==> config.mk <==
export PLATFORM = sky130hd
export DESIGN_NAME = wdt_window
export DESIGN_NICKNAME = d
export VERILOG_FILES = /design/src/rtl/wdt_pkg.sv /design/src/rtl/wdt_keyseq.sv /design/src/rtl/wdt_counter.sv /design/src/rtl/wdt_window.sv
export SDC_FILE = /design/constraint.sdc
export NUM_CORES = 1
export LEC_CHECK = 0
export BUFFER_PORTS_ARGS = -buffer_cell sky130_fd_sc_hd__buf_2
export CAP_MARGIN = 30
export CORE_ASPECT_RATIO = 0.9
export CORE_MARGIN = 1
export CORE_UTILIZATION = 37
export CTS_CLUSTER_DIAMETER = 200
export DETAILED_ROUTE_END_ITERATION = 7
export PLACE_DENSITY = 0.56
export SLEW_MARGIN = 10
export SYNTH_ARGS = -nofsm -noshare
export SYNTH_HDL_FRONTEND = slang
export SYNTH_SLANG_ARGS = --single-unit
export TNS_END_PERCENT = 10
==> constraint.sdc <==
create_clock -name clk -period 3 [get_ports clk]
set_input_delay 0.3 -clock clk [delete_from_list [all_inputs] [get_ports clk]]
set_output_delay 0.3 -clock clk [all_outputs]
set_load 0.03 [all_outputs]
==> src/rtl/wdt_pkg.sv <==
package wdt_pkg;
  typedef enum logic [1:0] {
    ACT_RESET   = 2'd0,
    ACT_IRQ     = 2'd1,
    ACT_IRQ_RST = 2'd2,
    ACT_SPARE   = 2'd3
  } wdt_act_e;

  localparam int unsigned ADR_CTRL   = 0;
  localparam int unsigned ADR_TMO    = 1;
  localparam int unsigned ADR_WIN    = 2;
  localparam int unsigned ADR_SVC    = 3;
  localparam int unsigned ADR_STAT   = 4;
  localparam int unsigned ADR_UNLOCK = 5;
  localparam int unsigned ADR_COUNT  = 6;

  localparam int unsigned CB_EN   = 0;
  localparam int unsigned CB_WIN  = 1;
  localparam int unsigned CB_ACT  = 2;
  localparam int unsigned CB_HALT = 4;
  localparam int unsigned CB_SOFT = 5;
  localparam int unsigned CB_HARD = 6;

  localparam logic [15:0] SVC_KEY_A = 16'hA602;
  localparam logic [15:0] SVC_KEY_B = 16'hB480;
  localparam logic [15:0] UNL_KEY_A = 16'hC520;
  localparam logic [15:0] UNL_KEY_B = 16'hD928;
endpackage

==> src/rtl/wdt_keyseq.sv <==
module wdt_keyseq #(
  parameter int          DATA_W = 32,
  parameter logic [15:0] KEY_A  = 16'h0001,
  parameter logic [15:0] KEY_B  = 16'h0002
) (
  input  logic              clk,
  input  logic              rst_n,
  input  logic              wr,
  input  logic [DATA_W-1:0] data,
  output logic              hit
);
  localparam logic [DATA_W-1:0] FULL_A = DATA_W'(KEY_A);
  localparam logic [DATA_W-1:0] FULL_B = DATA_W'(KEY_B);

  logic armed_q;

  assign hit = wr && armed_q && (data == FULL_B);

  // Any write re-evaluates the arm: only the first key arms, anything else cancels.
  always_ff @(posedge clk or negedge rst_n) begin
    if (!rst_n)  armed_q <= 1'b0;
    else if (wr) armed_q <= (data == FULL_A);
  end
endmodule

==> src/rtl/wdt_counter.sv <==
module wdt_counter #(
  parameter int DATA_W      = 32,
  parameter int TIMEOUT_RST = 160000
) (
  input  logic              clk,
  input  logic              rst_n,
  input  logic              run,
  input  logic              reload,
  input  logic [DATA_W-1:0] reload_val,
  output logic [DATA_W-1:0] count,
  output logic              expired
);
  localparam logic [DATA_W-1:0] INIT = DATA_W'(TIMEOUT_RST);

  logic [DATA_W-1:0] cnt_q;

  assign count   = cnt_q;
  // A service reload in the same cycle takes priority over reaching zero.
  assign expired = run && (cnt_q == '0) && !reload;

  always_ff @(posedge clk or negedge rst_n) begin
    if (!rst_n)                 cnt_q <= INIT;
    else if (reload || expired) cnt_q <= reload_val;
    else if (run)               cnt_q <= cnt_q - 1'b1;
  end
endmodule

==> src/rtl/wdt_window.sv <==
module wdt_window
  import wdt_pkg::*;
#(
  parameter int DATA_W      = 32,
  parameter int ADDR_W      = 3,
  parameter int TIMEOUT_RST = 160000
) (
  input  logic              clk,
  input  logic              rst_n,
  input  logic              reg_we,
  input  logic [ADDR_W-1:0] reg_addr,
  input  logic [DATA_W-1:0] reg_wdata,
  output logic [DATA_W-1:0] reg_rdata,
  input  logic              lp_halt,
  output logic              wdt_irq,
  output logic              wdt_reset_req
);
  localparam logic [DATA_W-1:0] TMO_INIT = DATA_W'(TIMEOUT_RST);
  localparam int unsigned       CTRL_W   = CB_HARD + 1;

  logic              en_q, win_q, halt_en_q, soft_q, hard_q;
  wdt_act_e          act_q;
  logic [DATA_W-1:0] timeout_q, window_q;
  logic              irq_q, primed_q, rstreq_q;

  logic              locked, cfg_wr_ok, run;
  logic              svc_hit, unl_hit, win_fault, svc_good, cnt_expired, expire_evt;
  logic [DATA_W-1:0] count;
  logic [CTRL_W-1:0] ctrl_rd;

  function automatic logic at(input logic [ADDR_W-1:0] a, input int unsigned idx);
    return a == ADDR_W'(idx);
  endfunction

  assign locked    = soft_q || hard_q;
  assign cfg_wr_ok = reg_we && !locked;
  assign run       = en_q && !(halt_en_q && lp_halt);

  wdt_keyseq #(.DATA_W(DATA_W), .KEY_A(SVC_KEY_A), .KEY_B(SVC_KEY_B)) u_svc_key (
    .clk(clk), .rst_n(rst_n), .wr(reg_we && at(reg_addr, ADR_SVC)),
    .data(reg_wdata), .hit(svc_hit)
  );

  wdt_keyseq #(.DATA_W(DATA_W), .KEY_A(UNL_KEY_A), .KEY_B(UNL_KEY_B)) u_unl_key (
    .clk(clk), .rst_n(rst_n), .wr(reg_we && at(reg_addr, ADR_UNLOCK)),
    .data(reg_wdata), .hit(unl_hit)
  );

  assign win_fault = svc_hit && win_q && (count > window_q);
  assign svc_good  = svc_hit && !win_fault;

  wdt_counter #(.DATA_W(DATA_W), .TIMEOUT_RST(TIMEOUT_RST)) u_cnt (
    .clk(clk), .rst_n(rst_n), .run(run), .reload(svc_hit),
    .reload_val(timeout_q), .count(count), .expired(cnt_expired)
  );

  assign expire_evt = cnt_expired || win_fault;

  // Configuration registers and freeze bits.
  always_ff @(posedge clk or negedge rst_n) begin
    if (!rst_n) begin
      en_q      <= 1'b1;
      win_q     <= 1'b0;
      act_q     <= ACT_RESET;
      halt_en_q <= 1'b0;
      soft_q    <= 1'b0;
      hard_q    <= 1'b0;
      timeout_q <= TMO_INIT;
      window_q  <= '0;
    end else begin
      if (cfg_wr_ok && at(reg_addr, ADR_CTRL)) begin
        en_q      <= reg_wdata[CB_EN];
        win_q     <= reg_wdata[CB_WIN];
        act_q     <= wdt_act_e'(reg_wdata[CB_ACT +: 2]);
        halt_en_q <= reg_wdata[CB_HALT];
        soft_q    <= reg_wdata[CB_SOFT];
        hard_q    <= reg_wdata[CB_HARD];
      end
      if (cfg_wr_ok && at(reg_addr, ADR_TMO)) timeout_q <= reg_wdata;
      if (cfg_wr_ok && at(reg_addr, ADR_WIN)) window_q  <= reg_wdata;
      if (unl_hit && !hard_q) soft_q <= 1'b0;
    end
  end

  // Timeout response.
  always_ff @(posedge clk or negedge rst_n) begin
    if (!rst_n) begin
      irq_q    <= 1'b0;
      primed_q <= 1'b0;
      rstreq_q <= 1'b0;
    end else begin
      if (reg_we && at(reg_addr, ADR_STAT) && reg_wdata[0]) irq_q <= 1'b0;
      if (svc_good) primed_q <= 1'b0;
      if (expire_evt) begin
        unique case (act_q)
          ACT_IRQ: irq_q <= 1'b1;
          ACT_IRQ_RST: begin
            if (primed_q) rstreq_q <= 1'b1;
            else begin
              primed_q <= 1'b1;
              irq_q    <= 1'b1;
            end
          end
          default: rstreq_q <= 1'b1;
        endcase
      end
    end
  end

  assign wdt_irq       = irq_q;
  assign wdt_reset_req = rstreq_q;
  assign ctrl_rd       = {hard_q, soft_q, halt_en_q, act_q, win_q, en_q};

  always_comb begin
    reg_rdata = '0;
    if (at(reg_addr, ADR_CTRL))       reg_rdata = DATA_W'(ctrl_rd);
    else if (at(reg_addr, ADR_TMO))   reg_rdata = timeout_q;
    else if (at(reg_addr, ADR_WIN))   reg_rdata = window_q;
    else if (at(reg_addr, ADR_STAT))  reg_rdata = DATA_W'(irq_q);
    else if (at(reg_addr, ADR_COUNT)) reg_rdata = count;
  end
endmodule

==> run metrics, run 1 <==
status finished clean; DRC 0; Leak between 3 and 4 nW; Post-synth EDFFs 0; final antenna-violating net count 0; Synth area leaders dfrtp_1 (38%), mux2_2 (12%), ha_1 (6.8%); Synth Instances between 600 and 700; vias per cell around 5.3; Filler cells 1618; critical path launch point type flip-flop; Power per Cell Area ~700 nW/um^2; Setup-failing EPs final 0; Setup crit end kind flip-flop; overall power approximately 0.0053 W; # diodes 0; CTS Sinks around 110; number of synthesis warnings 0; CP Data Arrival Time between 3 and 4 ns; Worst-path clk slew approximately 0.070 ns; Net Sw Frac 36.2%; Hold Path Depth 2; Post-DP HPWL around 13000 um; Initial Util 38.1%; Worst EP required 3.28 ns; Synth Net Count a little over 700; worst hold endpoint timeout_q[22]; Peak VDD IR roughly 0.00033 V; register area share after synthesis between 40% and 50%; nets@finish 811; Clock Latency Late Sink approximately 0.36 ns; I/O pin count 73; Setup CP Type reg2reg; max-cap violations 0; Reg2Reg Depth 9; final hold violation count 0; Initial DRC Count 231; reg2reg setup slack between 0.15 and 0.2 ns; Final Max Slew Viols 0; routability cong. 0.864; clock buffer depth 2; GRT Total Usage about a fifth; Max H-tree Level 3; Syn-to-layout area delta 16.9%; die area between 15000 and 20000 um^2; setup tns final 0 ns; FF+latch count, synth ~110; CP max FO 5; share of cells above drive strength 1 around 28%; first-pass GRT wire length approximately 28000 um; Max Fclk ~0.35 GHz; switching power 0.00191 W; vias in the first global route between 5k and 6k; most used flip-flop cell after synthesis dfrtp_1; routed wire length between 15000 and 20000 um; sequential power share ~43%; top cells by count, synth dfrtp_1 (97), nand2_1 (81), mux2_2 (69), o21ai_0 (63), inv_1 (41); internal power 0.00335 W; Tcrit/Tclk final between 90% and 100%; worst rel slew slack 55.6%; Final Skew between 0.006 and 0.007 ns; Port Buf Inserts 72; FP Rows between 40 and 50; beginning of the worst register-to-register path u_cnt.count[31]; Placeable Area 16900 um^2; actual transition at the worst max-transition pin about 0.67 ns; initial antenna violation count 0; Netlist Area Pre-Place between 6000 and 7000 um^2; Pre-Repair DR Iteration Count 5; WL per Instance 17.8 um; Chip Width around 140 um; FF-to-FF End wdt_irq; fin crit period 2.82 ns; via count approximately 5.2k; clock power share around 23%; CTS buffer count 9; Avg Inst Size Synth just under 10 um^2; library cells used by synthesis 57; clk root buf clkbuf_16; Yosys top cell by area dfrtp_1; Logic pwr share 33.5%; top-count cell post-synth dfrtp_1; CTS tree yes; Worst Hold Class in2reg; RSZ-0062 raised after global routing false; Synth top area share 37.6%; GRT overflow 0; Hold Crit Start reg_wdata[22]; asr flop ratio synth 100%; largest net degree at the start of global routing 71; DIE HEIGHT ~130 um
-- cell type report --
class,count,area (um^2),area share (%)
clock buffers,12,246,3.27
clock inverters,4,48.8,0.648
inverters,42,158,2.09
multi-input cells,475,3460,46.0
flip-flops and latches,108,2720,36.0
well taps,235,294,3.90
repair buffers,101,608,8.07
-- registers in the layout (all words and copies together), names as in the netlist --
signal / count
timeout_q: 32
u_cnt.count: 32
window_q: 32
act_q: 2
en_q: 1
halt_en_q: 1
hard_q: 1
primed_q: 1
soft_q: 1
u_svc_key.armed_q: 1
u_unl_key.armed_q: 1
wdt_irq: 1
wdt_reset_req: 1
win_q: 1
-- worst max-delay path, stage by stage (launching register included) --
cell,delay (ns)
dfrtp_1,0.47
ha_1,0.34
nand4_1,0.15
nor4_1,0.41
buf_4,0.19
o31ai_1,0.06
a221oi_1,0.44
buf_4,0.20
mux2_2,0.34
a211oi_2,0.14
-- power groups by stage --
stage	Combinational, W	Sequential [W]	Clock [W]
detailed placement	0.00174	0.00229	0
global placement	0.00169	0.00228	0
finish	0.00176	0.00228	0.00122
floorplan	0.00127	0.00217	0
CTS	0.00176	0.00227	0.00125
global route	0.00197	0.00233	0.00130
-- placed cells by master (no fill, tap or decap), drive strengths merged, types with 7 or more instances in the layout --
master / Yosys / layout
nand3: 10 / 10
o21ai: 71 / 71
a21oi: 25 / 25
nand2: 81 / 81
dfrtp: 97 / 97
nor2: 23 / 23
buf: 14 / 100
nand4: 10 / 10
mux2: 69 / 69
nor3: 12 / 12
clkbuf: 10 / 12
mux2i: 33 / 33
inv: 41 / 42
dfstp: 11 / 11
or3: 7 / 7
nor4: 15 / 15
ha: 35 / 35
xnor2: 24 / 24
-- how the worst max path moves through the flow --
stage,startpoint,depth (start not counted),slack [ns],end
4_1_cts,u_cnt.count[24],8,0.09,u_cnt.count[10]
3_5_place_dp,u_cnt.count[24],7,0.13,u_cnt.count[5]
6_report,u_cnt.count[31],9,0.18,wdt_irq
3_3_place_gp,reg_wdata[18],10,0.13,wdt_irq
5_1_grt,u_cnt.count[31],9,0.04,wdt_irq
2_1_floorplan,u_cnt.count[16],9,0.40,u_cnt.count[15]
-- kinds of logic after synthesis --
group,Yosys count,synth area share [%]
xor gates and xnor gates,30,4.07
AOI/OAI and AO/OA,118,10.2
adders and majority gates,35,6.79
muxes,102,17.2
DFF,108,42.1
and+or+nand+nor,190,15.1
buffers and inverters,66,4.52
-- per-layer routing --
metal	up-vias	wire, um	global-route usage (%)
met5	-	0	0
met3	17	876	3.60
met1	2514	8620	29.1
li1	2481	-	-
met4	0	243	6.07
met2	146	7610	31.4
-- timing repair --
| action | CTS | global route |
|---|---|---|
| hold buffers | 1 | 0 |
| setup buffers | 0 | 0 |
| endpoints found under the hold margin | 31 | 0 |
| resized for setup | 0 | 4 |
| setup endpoints to repair | 0 | 29 |
-- stage by stage --
| stage | instance area (um^2) | std cells | utilization [%] | hold slack [ns] | setup slack [ns] |
|---|---|---|---|---|---|
| floorplan | 6450 | 649 | - | 0.00441 | 0.396 |
| global placement | 7210 | 960 | 42.6 | 0.304 | 0.127 |
| detailed placement | 7210 | 960 | 42.6 | 0.313 | 0.132 |
| CTS | 7520 | 977 | 44.4 | 0.190 | 0.0877 |
| global route | 7540 | 977 | 44.5 | 0.207 | 0.0353 |
| finish | 7540 | 977 | 44.5 | 0.202 | 0.183 |
No activity file was read; power rests on OpenSTA's default activity.
==> run 2, diff against run 1 <==
--- a/config.mk
+++ b/config.mk
@@ -13,6 +13,7 @@
 export CTS_CLUSTER_DIAMETER = 200
 export DETAILED_ROUTE_END_ITERATION = 7
 export PLACE_DENSITY = 0.56
+export SKIP_CTS_REPAIR_TIMING = 1
 export SLEW_MARGIN = 10
 export SYNTH_ARGS = -nofsm -noshare
 export SYNTH_HDL_FRONTEND = slang
==> constraint.sdc (replaced) <==
create_clock -name clk -period 3 [get_ports clk]
set_input_delay 0 -clock clk [delete_from_list [all_inputs] [get_ports clk]]
set_output_delay 0 -clock clk [all_outputs]
set_load 0.03 [all_outputs]
==> run 2 against run 1 <==
The run now ends with hold timing left. Sequential power about the same. Die area unchanged. Total power up 0.45%. First-iteration DRC count up 31%.
==> run metrics, run 2 (synthesized netlist as in run 1, its figures left out) <==
failing checks hold timing; Worst Hold Class in2reg; area of the multi-input gates roughly 3500 um^2; WL met2 roughly 7800 um; overall power between 0.005 and 0.006 W; CP most frequent cell nor4_1; DRC 0; Max Fclk 0.349 GHz; Tcrit/Tclk final 95.5%; Pre-Repair DR Iteration Count 4; Leak around 3.6 nW; clock power share 23.4%; CP max FO 3; Chip Width 141 um; Net Sw Frac approximately 36%; die area 18000 um^2; Final Skew ~0.010 ns; CTS Sinks between 100 and 150; GRT Total Usage approximately a fifth; CTS tree yes; internal power between 0.003 and 0.004 W; worst rel slew slack 40.5%; routed wire length between 15000 and 20000 um; Worst path slowest cell nor4_1; WL per Instance approximately 18 um; sequential power share between 40 and 50%; share of cells above drive strength 1 between 20% and 30%; Logic pwr share around 34%; Peak VDD IR ~0.00029 V; final hold violation count 2; Sequential cell area roughly 2700 um^2; via count approximately 5.2k; Worst-path clk slew approximately 0.070 ns; placed insts approximately 960; WHS -0.0156 ns; Worst EP required roughly 3.3 ns; Clock Latency Late Sink ~0.36 ns; Cell Chain, Critical Path dlygate4sd3_1 -> buf_2 -> nor4_1 -> nand3_1 -> nor4_1 -> nand2_1 -> a221oi_1 -> buf_4 -> mux2_2 -> a211oi_2; Initial DRC Count 303; Filler cells between 1.5k and 2k; vias in the first global route 5128; RSZ-0062 raised after global routing false; most frequent cells in the layout dfrtp_1 (97), nand2_1 (81), buf_2 (71); critical path launch point type input port; fin crit period about 2.9 ns; Port Buf Inserts 72; met3 routed WL between 700 and 800 um; DIE HEIGHT between 100 and 150 um; delay-heaviest family, CP simple AND/OR/NAND/NOR gates; CTS buffer count 9; Setup-failing EPs final 0; CP bufs+invs 3; routability cong. roughly 0.85; # diodes 0; Initial Util about two fifths; max-cap violations 0; switching power ~0.0019 W; clock buffer depth 2; Setup crit end kind flip-flop; Syn-to-layout area delta 20.9%; Setup CP Type in2reg; largest net degree at the start of global routing 66; I/O pin count 73; commonest non-fill, non-tap cell in the layout dfrtp_1; vias per cell about 5.2; Placeable Area 16900 um^2; DRT met1 WL 8820 um; Critical Path Max Stage Delay approximately 0.67 ns; max layer used met4; initial antenna violation count 0; Final Max Slew Viols 0; GRT overflow 0; status complete, but fails checks; clk root buf clkbuf_16; final antenna-violating net count 0; CP Data Arrival Time around 3.1 ns; Power per Cell Area ~680 nW/um^2; FP Rows between 40 and 50; first-pass GRT wire length ~28000 um; Layout Cells excl Fill 1002; nets@finish roughly 840; setup tns final 0 ns; Max H-tree Level 3; Post-DP HPWL around 13000 um; actual transition at the worst max-transition pin ~0.89 ns
==> run 2: cell count changes in the layout (fill, tap and decap cells not counted), sizes merged <==
cell         before  now
dlygate4sd3       1   30
buf             100   96
clkbuf           12   13
clkinv            3    2
==> run 2: worst paths after layout <==
check	startpoint	endpoint	slack [ns]	cells after the start
hold reg to reg	wdt_reset_req	wdt_reset_req	0.48	1
min in group asynchronous	rst_n	timeout_q[19]	0.30	2
hold / removal	reg_wdata[12]	window_q[12]	-0.02	2
setup reg to reg	u_cnt.count[24]	u_cnt.count[20]	0.18	7
setup / recovery	reg_wdata[30]	wdt_irq	0.14	10
max in group asynchronous	rst_n	timeout_q[8]	1.90	3
==> run 2: power by group through the flow <==
stage	Combinational, W	Clock, W	Sequential [W]
after CTS	0.00175	0.00127	0.00227
after detailed placement	0.00173	0	0.00229
after floorplan	0.00127	0	0.00217
final	0.00177	0.00124	0.00228
after global placement	0.00169	0	0.00228
after global routing	0.00199	0.00133	0.00234
==> run 2: final cells by class <==
class                           instances  share of cell area, %
Clock buffer                           13                   3.34
Clock inverter                          3                  0.562
Inverter                               42                   2.02
Multi-Input combinational cell        475                   44.3
Sequential cell                       108                   34.9
Tap cell                              235                   3.77
Timing Repair Buffer                  126                   11.1
==> run 2: per-layer routing <==
layer	track usage, %	vias up
met5	0	-
met2	31.1	119
li1	-	2536
met1	29.5	2561
met3	4.09	15
met4	4.67	0
==> run 2: stage by stage <==
step / utilization, % / cell area, um^2 / hold WS, ns / setup slack [ns]
finish: 46.0 / 7790 / -0.0156 / 0.136
global route: 46.0 / 7790 / 0.000154 / 0.00519
CTS: 44.2 / 7490 / -0.214 / 0.127
detailed placement: 42.4 / 7180 / 0.172 / 0.142
global placement: 42.4 / 7180 / 0.158 / 0.158
floorplan: - / 6450 / -0.296 / 0.396
